===== config.mk =====
export PLATFORM = sky130hd
export DESIGN_NAME = sec_access_gate
export DESIGN_NICKNAME = d
export VERILOG_FILES = /design/src/rtl/sec_gate_pkg.sv /design/src/rtl/sec_opt_state.sv /design/src/rtl/sec_key_seq.sv /design/src/rtl/sec_dbg_filter.sv /design/src/rtl/sec_xbus_filter.sv /design/src/rtl/sec_access_gate.sv
export SDC_FILE = /design/constraint.sdc
export NUM_CORES = 1
export LEC_CHECK = 0
export CORE_MARGIN = 1.5
export CORE_UTILIZATION = 45
export DETAILED_ROUTE_END_ITERATION = 7
export DONT_BUFFER_PORTS = 1
export SLEW_MARGIN = 20
export SYNTH_ARGS = -nofsm -noshare
export SYNTH_HDL_FRONTEND = slang
export SYNTH_HIERARCHICAL = 1
export SYNTH_SLANG_ARGS = --single-unit

===== constraint.sdc =====
create_clock -name clk -period 3 [get_ports clk]
set_clock_uncertainty 0.05 [all_clocks]
set_input_delay 0.6 -clock clk [delete_from_list [all_inputs] [get_ports clk]]
set_output_delay 0.6 -clock clk [all_outputs]
set_load 0.01 [all_outputs]

===== src/rtl/sec_gate_pkg.sv =====
package sec_gate_pkg;
   localparam logic [1:0] SEC_CODE_LOCKED = 2'b10;

   function automatic logic field_is_secured(input logic [1:0] field);
      return field == SEC_CODE_LOCKED;
   endfunction
endpackage


===== src/rtl/sec_opt_state.sv =====
module sec_opt_state #(
   parameter int OPT_W   = 8,
   parameter int SEC_LSB = 0
) (
   input  logic             clk,
   input  logic             rst,
   input  logic [OPT_W-1:0] nv_opt,
   input  logic             unlock,
   output logic [OPT_W-1:0] opt_q,
   output logic             secured
);
   import sec_gate_pkg::*;

   always_ff @(posedge clk) begin
      if (rst) begin
         opt_q   <= nv_opt;
         secured <= field_is_secured(nv_opt[SEC_LSB +: 2]);
      end else if (unlock) begin
         secured <= 1'b0;
      end
   end
endmodule


===== src/rtl/sec_key_seq.sv =====
module sec_key_seq #(
   parameter int KEY_BYTES = 8,
   localparam int KEY_W    = 8 * KEY_BYTES,
   localparam int CW       = $clog2(KEY_BYTES)
) (
   input  logic             clk,
   input  logic             rst,
   input  logic             arm,
   input  logic             wr_en,
   input  logic             wr_src_cpu,
   input  logic [7:0]       wr_byte,
   input  logic [KEY_W-1:0] ref_key,
   output logic             unlock,
   output logic             locked
);
   logic [CW-1:0]      pos_q;
   logic [KEY_W-9:0]   hist_q;
   logic [KEY_W-1:0]   full;
   logic               take;
   logic               last;

   assign take = arm && wr_en && wr_src_cpu && !locked;
   assign last = pos_q == CW'(KEY_BYTES - 1);
   assign full = {hist_q, wr_byte};
   assign unlock = take && last && (full == ref_key);

   always_ff @(posedge clk) begin
      if (rst) begin
         pos_q  <= '0;
         hist_q <= '0;
         locked <= 1'b0;
      end else if (take) begin
         hist_q <= full[KEY_W-9:0];
         pos_q  <= last ? '0 : pos_q + 1'b1;
         if (last && (full != ref_key)) locked <= 1'b1;
      end
   end
endmodule


===== src/rtl/sec_dbg_filter.sv =====
module sec_dbg_filter #(
   parameter int DATA_W  = 32,
   localparam int NB     = DATA_W / 8
) (
   input  logic              clk,
   input  logic              rst,
   input  logic              secured,
   input  logic              req,
   input  logic              csr_hit,
   input  logic [NB-1:0]     be,
   input  logic [DATA_W-1:0] tgt_rdata,
   output logic              fwd,
   output logic [DATA_W-1:0] rdata,
   output logic              viol
);
   localparam logic [NB-1:0]     UPPER_BE   = NB'(1) << (NB - 1);
   localparam logic [DATA_W-1:0] UPPER_MASK = {8'hFF, {(DATA_W-8){1'b0}}};

   logic allow;

   assign allow = !secured || (csr_hit && (be == UPPER_BE));
   assign fwd   = req && allow;

   always_comb begin
      rdata = '0;
      if (fwd) rdata = secured ? (tgt_rdata & UPPER_MASK) : tgt_rdata;
   end

   always_ff @(posedge clk) begin
      if (rst) viol <= 1'b0;
      else     viol <= req && !allow;
   end
endmodule


===== src/rtl/sec_xbus_filter.sv =====
module sec_xbus_filter (
   input  logic secured,
   input  logic req,
   input  logic fetch,
   input  logic lvl_block,
   output logic grant
);
   always_comb begin
      if (!secured)   grant = req;
      else if (fetch) grant = 1'b0;
      else            grant = req && !lvl_block;
   end
endmodule


===== src/rtl/sec_access_gate.sv =====
module sec_access_gate #(
   parameter int OPT_W       = 8,
   parameter int SEC_LSB     = 0,
   parameter int DATA_W      = 32,
   parameter int KEY_BYTES   = 8,
   parameter bit BACKDOOR_EN = 1'b1,
   localparam int NB         = DATA_W / 8,
   localparam int KEY_W      = 8 * KEY_BYTES
) (
   input  logic              clk,
   input  logic              rst,
   input  logic [OPT_W-1:0]  nv_opt,
   input  logic [KEY_W-1:0]  nv_key,
   output logic [OPT_W-1:0]  opt_q,
   output logic              secured_o,
   input  logic              dbg_req,
   input  logic              dbg_csr_hit,
   input  logic [NB-1:0]     dbg_be,
   input  logic [DATA_W-1:0] tgt_rdata,
   output logic              dbg_fwd,
   output logic [DATA_W-1:0] dbg_rdata,
   output logic              dbg_viol,
   input  logic              xb_req,
   input  logic              xb_fetch,
   input  logic              xb_lvl_block,
   output logic              xb_grant,
   input  logic              key_we,
   input  logic              key_src_cpu,
   input  logic [7:0]        key_byte,
   output logic              key_locked
);
   if (SEC_LSB < 0 || SEC_LSB + 2 > OPT_W) begin : g_bad_field
      $error("security field lies outside the option byte");
   end
   if (DATA_W < 16 || DATA_W % 8 != 0) begin : g_bad_width
      $error("debug data width must be whole bytes, at least two");
   end
   if (KEY_BYTES < 2) begin : g_bad_key
      $error("backdoor key needs at least two bytes");
   end

   logic unlock;

   sec_opt_state #(.OPT_W(OPT_W), .SEC_LSB(SEC_LSB)) u_state (
      .clk     (clk),
      .rst     (rst),
      .nv_opt  (nv_opt),
      .unlock  (unlock),
      .opt_q   (opt_q),
      .secured (secured_o)
   );

   if (BACKDOOR_EN) begin : g_backdoor
      sec_key_seq #(.KEY_BYTES(KEY_BYTES)) u_key (
         .clk        (clk),
         .rst        (rst),
         .arm        (secured_o),
         .wr_en      (key_we),
         .wr_src_cpu (key_src_cpu),
         .wr_byte    (key_byte),
         .ref_key    (nv_key),
         .unlock     (unlock),
         .locked     (key_locked)
      );
   end else begin : g_no_backdoor
      logic unused_key_inputs;
      assign unused_key_inputs = ^{nv_key, key_we, key_src_cpu, key_byte};
      assign unlock     = 1'b0;
      assign key_locked = 1'b0;
   end

   sec_dbg_filter #(.DATA_W(DATA_W)) u_dbg (
      .clk       (clk),
      .rst       (rst),
      .secured   (secured_o),
      .req       (dbg_req),
      .csr_hit   (dbg_csr_hit),
      .be        (dbg_be),
      .tgt_rdata (tgt_rdata),
      .fwd       (dbg_fwd),
      .rdata     (dbg_rdata),
      .viol      (dbg_viol)
   );

   sec_xbus_filter u_xbus (
      .secured   (secured_o),
      .req       (xb_req),
      .fetch     (xb_fetch),
      .lvl_block (xb_lvl_block),
      .grant     (xb_grant)
   );
endmodule


## Word-level counts from Yosys, hierarchy flattened

Index checks and enable logic that the tools add are counted.

- Output and inout bits: 45
- Logic and storage cells: 36
- Register bits: 70
- Input bits: 125

- Add/subtract/negate cells: 1
- Reduce and logical (&&, ||, !) cells: 17
- Multiplexer cells: 7
- Equal/unequal tests: 5

Operators by type and width:

| operator | count |
|---|---|
| 64-bit == test | 1 |
| 64-bit inequality test | 1 |
| 32-bit two-way mux | 1 |
| 24-bit two-way mux | 1 |
| 1-bit logical AND | 10 |
| 4-bit == test (second input constant) | 1 |
| 1-bit logical NOT | 4 |
| 1-bit two-way mux | 4 |
| 3-bit by 1-bit adder with 3-bit output (second input constant) | 1 |
| 3-bit == test (second input constant) | 1 |
| 3-bit two-way mux | 1 |
| 2-bit == test (second input constant) | 1 |
| 2-bit AND reduction | 1 |
| 2-bit nonzero test | 1 |
| 1-bit logical OR | 1 |

## Logic depth before layout (Yosys ltp)

Gate-level depths: netlist of the first run.

- Depth in word-level cells: 7
- Mapped depth: 6
- Mapped depth without buffers: 6

## By module

Netlist of the first run, hierarchy kept.

By module, submodules not included:

| module | cells each | instances | area an instance (µm²) |
|---|---|---|---|
| sec_key_seq | 350 | 1 | 2781.4 |
| sec_dbg_filter | 54 | 1 | 391.6 |
| sec_opt_state | 11 | 1 | 285.3 |
| sec_xbus_filter | 2 | 1 | 11.3 |

## Worst setup path before layout of the first run

No wires, ideal clock.

- Kind: input-to-reg
- Start: input port nv_key[38]
- End: register u_state.secured (enable)
- Buffers on the path: 0
- Setup time: 0.291 ns
- Arrival time: 1.656 ns
- Data required time: 2.659 ns
- Setup slack: 1.003 ns
- Cell stages on the path: 6
- Cell sequence: xor2_1 > nor4_1 > nand4_1 > nor4_2 > and3_1 > or2_1

- Longest elaborated chain between the ends: 3

RTL lines:

| element | RTL line | RTL |
|---|---|---|
| start, declared | sec_access_gate.sv:13 | `input logic [KEY_W-1:0] nv_key,` |
| 64-bit == test | sec_key_seq.sv:25 | `assign unlock = take && last && (full == ref_key);` |
| 1-bit logical AND | sec_key_seq.sv:25 |  |
| via unlock | sec_access_gate.sv:42 | `logic unlock;` |
| 2-bit nonzero test (no line) | n/a |  |
| end signal, assigned | sec_opt_state.sv:17 | `secured <= field_is_secured(nv_opt[SEC_LSB +: 2]);` |
| end, declared | sec_opt_state.sv:10 | `output logic secured` |

The timed path passes the listed nets, and every way through them passes these cells.
A chain may end at the register's enable or synchronous reset.

## Final worst setup path of the first run

- Start: register u_state.secured
- End: output port dbg_rdata[9]

- Longest elaborated chain between the ends: 4
- Elaborated cells between the ends (all ways): 5

RTL lines:

| element | RTL line | RTL |
|---|---|---|
| 1-bit logical NOT | n/a |  |
| 1-bit logical OR | sec_dbg_filter.sv:21 | `assign allow = !secured \|\| (csr_hit && (be == UPPER_BE));` |
| 1-bit logical AND | sec_dbg_filter.sv:22 | `assign fwd = req && allow;` |
| 32-bit two-way mux * | sec_dbg_filter.sv:26 | `if (fwd) rdata = secured ? (tgt_rdata & UPPER_MASK) : tgt_rdata;` |
| end, declared | sec_access_gate.sv:21 | `output logic [DATA_W-1:0] dbg_rdata,` |

Every way passes the cells marked *; elsewhere a longest branch is shown, timed or not.

==> results of run 1 <==
==> state kept, by name, summed over array words and instances, names as in the netlist <==
register and count:
g_backdoor.u_key/hist_q 56, u_state/secured 1, u_dbg/viol 1, g_backdoor.u_key/pos_q 3, g_backdoor.u_key/locked 1, u_state/opt_q 8
==> power by group through the flow <==
stage,Combinational (mW),Sequential [mW],Clock (mW)
floorplan,0.118,0.999,0
global placement,0.128,1.00,0
detailed placement,0.128,1.00,0
CTS,0.129,0.981,0.838
global route,0.142,0.982,0.879
finish,0.128,0.981,0.825
==> cells in the final DEF, fill, tap and decap left out, drive strengths merged <==
cell | synthesis | final
o311a | 1 | 1
a21oi | 59 | 59
diode | 0 | 2
dfxtp | 61 | 61
nand4b | 9 | 9
bufinv | 0 | 1
inv | 2 | 4
and3 | 1 | 1
or3b | 1 | 1
buf | 3 | 3
and4b | 1 | 1
and3b | 1 | 1
nand4 | 4 | 4
and2 | 25 | 25
clkbuf | 23 | 12
nor4 | 17 | 17
nand3 | 1 | 1
o21ai | 1 | 1
or2 | 1 | 1
o21bai | 1 | 1
clkinv | 0 | 1
nor2b | 2 | 2
nor2 | 1 | 1
o2bb2ai | 9 | 9
ha | 2 | 2
edfxtp | 9 | 9
nand3b | 1 | 1
nand2 | 116 | 116
nor3 | 1 | 1
xor2 | 64 | 64
==> kinds of logic (layout without fill, tap and decap cells) <==
kind of cell,count (synthesis),in the layout,share of synthesized area [%]
flip-flops,70,70,43.0
other,0,2,0
XOR/XNOR,64,64,16.2
buffers and inverters,28,21,3.28
AND/OR/NAND/NOR,182,182,25.4
AO/OA/AOI/OAI,71,71,11.4
adder cells (fa/ha/maj),2,2,0.721
==> worst reg2reg max path, delay by kind of cell (launching register included) <==
| family | cells | cell delay (ns) |
|---|---|---|
| simple gates | 5 | 1.31 |
| xor+xnor | 1 | 0.18 |
| flops | 1 | 0.37 |
==> how the worst max path moves through the flow <==
| stage | end | cells after the start |
|---|---|---|
| final | dbg_rdata[9] | 3 |
| after global routing | dbg_rdata[9] | 3 |
| after CTS | dbg_rdata[9] | 3 |
| after detailed placement | u_state/secured | 6 |
| after global placement | u_state/secured | 6 |
| after floorplan | u_state/secured | 6 |
==> final cells by class <==
type / count / area (um^2) / share of cell area (%)
antenna: 2 / 5.00 / 0.134
clock buffer: 12 / 166 / 4.44
clock inverter: 4 / 50.0 / 1.34
inverter: 2 / 7.51 / 0.200
multi-input combinational: 319 / 1870 / 49.8
sequential: 70 / 1490 / 39.8
tap: 99 / 124 / 3.31
timing repair buffer: 3 / 35.0 / 0.936
==> per-stage QoR <==
stage / hold slack, ns / util (%)
floorplan: 0.390 / -
global placement: 0.391 / 47.8
detailed placement: 0.404 / 47.8
CTS: 0.256 / 50.7
global route: 0.261 / 50.8
finish: 0.275 / 50.8
==> layer usage <==
layer	GRT usage [%]	wire length, um
met1	27.2	3900
met2	36.7	4420
met3	6.40	630
met4	11.6	346
met5	0	0
==> flow_summary.yaml, run 1 <==
job:
  maxCapViolCount: 0
critical_path:
  required_ns: 2.35
  cp-start-kind: "flop"
  endpoint_kind: "primary output"
  critPathTopFamily: "flip-flops"
  worstPathMaxFanout: 33
  path_buf_inv: 1
  cp_slowest_cell: "edfxtp_1"
  critical_path_class: "flop to primary output"
  arrival_ns: 1.56
  reg2reg_depth: 6
  slowest_delay_ns: 0.50
  path_cells: "nor2b_1 > buf_4 > and2_1"
  rr_startpoint: "g_backdoor.u_key/hist_q[14]"
  crit_start: "u_state/secured"
  rr_endpoint: "u_state/secured"
  ff2ff_setup_slack_ns: 0.82
yosys:
  synth_edf_count: 9
  syn_avg_cell_area_um2: 8.32
  synth-async-reset-ratio_pct: 0
  synthFlopType: "dfxtp_1"
  yosysMostFrequentCell: "nand2_1"
  yosys_warnings: 6
  syn_area_um2: 3470
  synth.top_cell.area_share_pct: 35.2
  ys_ff_latch: 70
  synth.distinct_cells: 30
  yosys-top-cells-area: "dfxtp_1, xor2_1, nand2_1"
  syn_inst: 417
  synth_nets: 544
  synth.largest_area_cell: "dfxtp_1"
  synth_common_cells: "nand2_1, xor2_1, dfxtp_1"
  yosysSeqAreaShare_pct: 43.0
clock_tree:
  clock_latency_ns: 0.34
  clockBufferDepth: 2
  clk_pin_slew_ns: 0.08
  post-cts-setup-buffers: 0
  cts_num_sinks: 70
  cts_buffers: 9
  post_cts_resized: 0
  h-tree-depth: 3
  cts_tree: "done"
  cts_root_buf: "clkbuf_8"
  cts_hold_buf: 0
drt:
  route.vias.total: 2749
  vias_per_cell: 5.38
  wire_per_inst_um: 18.2
  drt_iter0_markers: 139
  drc: 0
  firstDrtPassIters: 4
  postRouteAntennaNets: 0
  totalWireLength_mm: 9.30
place:
  dpl_cell_area_um2: 3520
  hpwl_mm: 6.86
  preCtsSetupSlack_ns: 0.680
  dpl.cell_count: 493
  gp_congestion: 0.866
  port_buffers: 0
min_path:
  worstHoldStart: "rst"
  hold_class: "primary input to flop"
  hold_path_depth: 1
  hold_end: "g_backdoor.u_key/hist_q[27]"
die:
  ioPinCount: 170
  start_util_pct: 47.1
  dieWidth_um: 90.8
  fp.dieH_um: 90.8
  core_area_um2: 7370
  rows: 31
  die_area_um2: 8250
global_routing:
  grt_pass1_vias: 2678
  gr-total-overflow: 0
  grt_usage_pct: 22.6
  antenna_found_initial: 2
  grt_pass1_wl_mm: 14.1
  grt_max_degree: 72
timing:
  hold_viol: 0
  maxSlewHeadroom_pct: 58.3
  slew_viol_final: 0
  setup_viol: 0
  fin_setup_tns_ns: 0
  max_slew.worst_pin.slew_ns: 0.625
  fin_crit_ns: 2.21
  fmax_mhz: 453
  rsz0062_at_grt: "false"
  fin_crit_sh_pct: 73.6
  setup_ws_ns: 0.793
power:
  p_sw_mw: 0.458
  ir_worst_vdd_mv: 0.353
  swShare_pct: 23.7
  power.internal_mw: 1.48
  powerDensity_nw_per_um2: 516
  fin_total_pwr_mw: 1.93
  power_frac_comb_pct: 6.6
  power_leakage_nw: 1.39
  clkPwrFrac_pct: 42.7
  pwr-share-seq_pct: 50.7
final_layout:
  fin_cells: 511
  syn_to_final_growth_pct: 7.93
  final_nets: 532
  drive_above_1_share_pct: 4.88
  fin_area_um2: 3740
  fill_cells: 727
run_status:
  outcome: "completed"
Note: power is estimated with default switching activity, not from simulation.
==> inputs of run 2 (changes only) <==
clock period = 2.2 ns   (was 3 ns; I/O delays follow)
==> run 2 against run 1 <==
Net effect:
- critical path type unchanged
- flip-flop and latch count did not move
- clock power rose by 39%
- combinational power rose by 40%
- sequential power up 37%
- die area stayed put
- setup slack lost 0.66 ns
- total power rose by 38%
- worst hold slack worse by 0.15 ns
==> flow_summary.yaml, run 2 (synthesis gave the netlist of run 1 again) <==
min_path:
  hold_path_depth: 1
  hold_end: "g_backdoor.u_key/hist_q[21]"
  hold_class: "primary input to flop"
  worstHoldStart: "rst"
critical_path:
  cp-start-kind: "flop"
  crit_start: "u_state/secured"
  required_ns: 1.71
  ff2ff_setup_slack_ns: 0.17
  endpoint_kind: "primary output"
  critical_path_class: "flop to primary output"
  rr_startpoint: "g_backdoor.u_key/hist_q[26]"
  rr_endpoint: "u_state/secured"
  worstPathMaxFanout: 33
  reg2reg_depth: 6
  arrival_ns: 1.58
place:
  port_buffers: 0
  hpwl_mm: 7.16
  gp_congestion: 0.841
clock_tree:
  cts_num_sinks: 70
  h-tree-depth: 3
  post-cts-setup-buffers: 0
  cts_root_buf: "clkbuf_8"
  cts_tree: "done"
  clock_latency_ns: 0.34
  clk_pin_slew_ns: 0.08
  post_cts_resized: 0
  clockBufferDepth: 2
  cts_buffers: 9
  cts_hold_buf: 0
timing:
  max_slew.worst_pin.slew_ns: 0.439
  slew_viol_final: 0
  rsz0062_at_grt: "false"
  fin_crit_ns: 2.07
  setup_viol: 0
  maxSlewHeadroom_pct: 70.5
  fin_crit_sh_pct: 94.0
  fin_setup_tns_ns: 0
  fmax_mhz: 483
  hold_viol: 0
global_routing:
  grt_pass1_vias: 2758
  grt_pass1_wl_mm: 14.5
  gr-total-overflow: 0
  grt_max_degree: 72
  grt_usage_pct: 23.3
  antenna_found_initial: 1
final_layout:
  syn_to_final_growth_pct: 9.05
  top_regs: "g_backdoor.u_key/hist_q x56, u_state/opt_q x8, g_backdoor.u_key/pos_q x3"
  final_cell_mix: "nand2_1, xor2_1, dfxtp_1, a21oi_1, and2_1"
  regMostFlops: "g_backdoor.u_key/hist_q"
  drive_above_1_share_pct: 6.75
  largest_reg_flops: 56
  mostFrequentLayoutCell: "nand2_1"
  fill_cells: 703
  final_nets: 537
power:
  swShare_pct: 23.7
  fin_total_pwr_mw: 2.66
  ir_worst_vdd_mv: 0.400
  clkPwrFrac_pct: 43.1
  power_leakage_nw: 1.42
  p_sw_mw: 0.632
  pwr-share-seq_pct: 50.2
  power_frac_comb_pct: 6.7
  powerDensity_nw_per_um2: 704
  power.internal_mw: 2.03
die:
  fp.dieH_um: 90.8
  dieWidth_um: 90.8
  core_area_um2: 7370
  rows: 31
  ioPinCount: 170
  die_area_um2: 8250
  start_util_pct: 47.1
run_status:
  outcome: "completed"
drt:
  postRouteAntennaNets: 0
  route.vias.total: 2834
  firstDrtPassIters: 4
  vias_per_cell: 5.50
  wire_per_inst_um: 18.3
  drt_iter0_markers: 205
  totalWireLength_mm: 9.43
  drc: 0
job:
  maxCapViolCount: 0
[run 2: cell count changes in the layout (fill, tap and decap cells not counted)]
| cell | delta |
|---|---|
| inv_6 | +1 |
| buf_4 | +6 |
| clkbuf_8 | -1 |
| clkbuf_1 | -1 |
| bufinv_16 | +1 |
| clkinv_4 | +1 |
| clkbuf_16 | -1 |
| nor4_2 | +2 |
| inv_4 | -1 |
| nor4_1 | -2 |
| buf_12 | -1 |
| diode_2 | -1 |
| clkinv_2 | +1 |
[run 2: worst max path at each step]
stage	depth (start not counted)	slack (ns)	endpoint
3_5_place_dp	7	0.08	u_state/secured
6_report	3	0.13	dbg_rdata[9]
4_1_cts	3	0.11	dbg_rdata[9]
5_1_grt	6	0.02	u_state/secured
3_3_place_gp	7	0.09	u_state/secured
2_1_floorplan	6	0.36	u_state/secured
[run 2: layout make-up]
cell class	count	area (um^2)	area share, %
sequential	70	1490	39.4
tap	99	124	3.27
timing repair buffer	8	60.1	1.59
multi-input combinational	319	1880	49.6
clock buffer	9	124	3.27
antenna	1	2.50	0.0661
inverter	2	7.51	0.198
clock inverter	7	96.3	2.55
[run 2: worst max-delay path: stages, from the launching register on]
cell and delay, ns:
edfxtp_1 0.51, nor2b_1 0.15, buf_4 0.27, and2_1 0.32
[run 2: metal layers]
| metal | vias to the layer above | global-route usage (%) | routed length, um |
|---|---|---|---|
| met1 | 1317 | 27.5 | 3740 |
| met4 | 0 | 13.0 | 344 |
| met5 | - | 0 | 0 |
| met2 | 118 | 37.3 | 4510 |
| li1 | 1381 | - | - |
| met3 | 18 | 7.41 | 836 |
[run 2: power groups by stage]
stage          clock [mW]  sequential, mW  combinational (mW)
2_1_floorplan           0            1.36               0.160
3_3_place_gp            0            1.37               0.175
3_5_place_dp            0            1.37               0.176
4_1_cts              1.19            1.34               0.176
5_1_grt              1.24            1.34               0.196
6_report             1.15            1.34               0.179
[run 2: through the flow]
step	util (%)	worst slack (ns)	std cells	cell area (um^2)	hold slack [ns]
finish	51.3	0.131	515	3780	0.128
global route	51.3	0.0156	515	3780	0.101
CTS	51.1	0.107	514	3770	0.0940
detailed placement	48.1	0.0843	498	3550	0.402
global placement	48.1	0.0920	498	3550	0.391
floorplan	-	0.363	417	3470	0.390
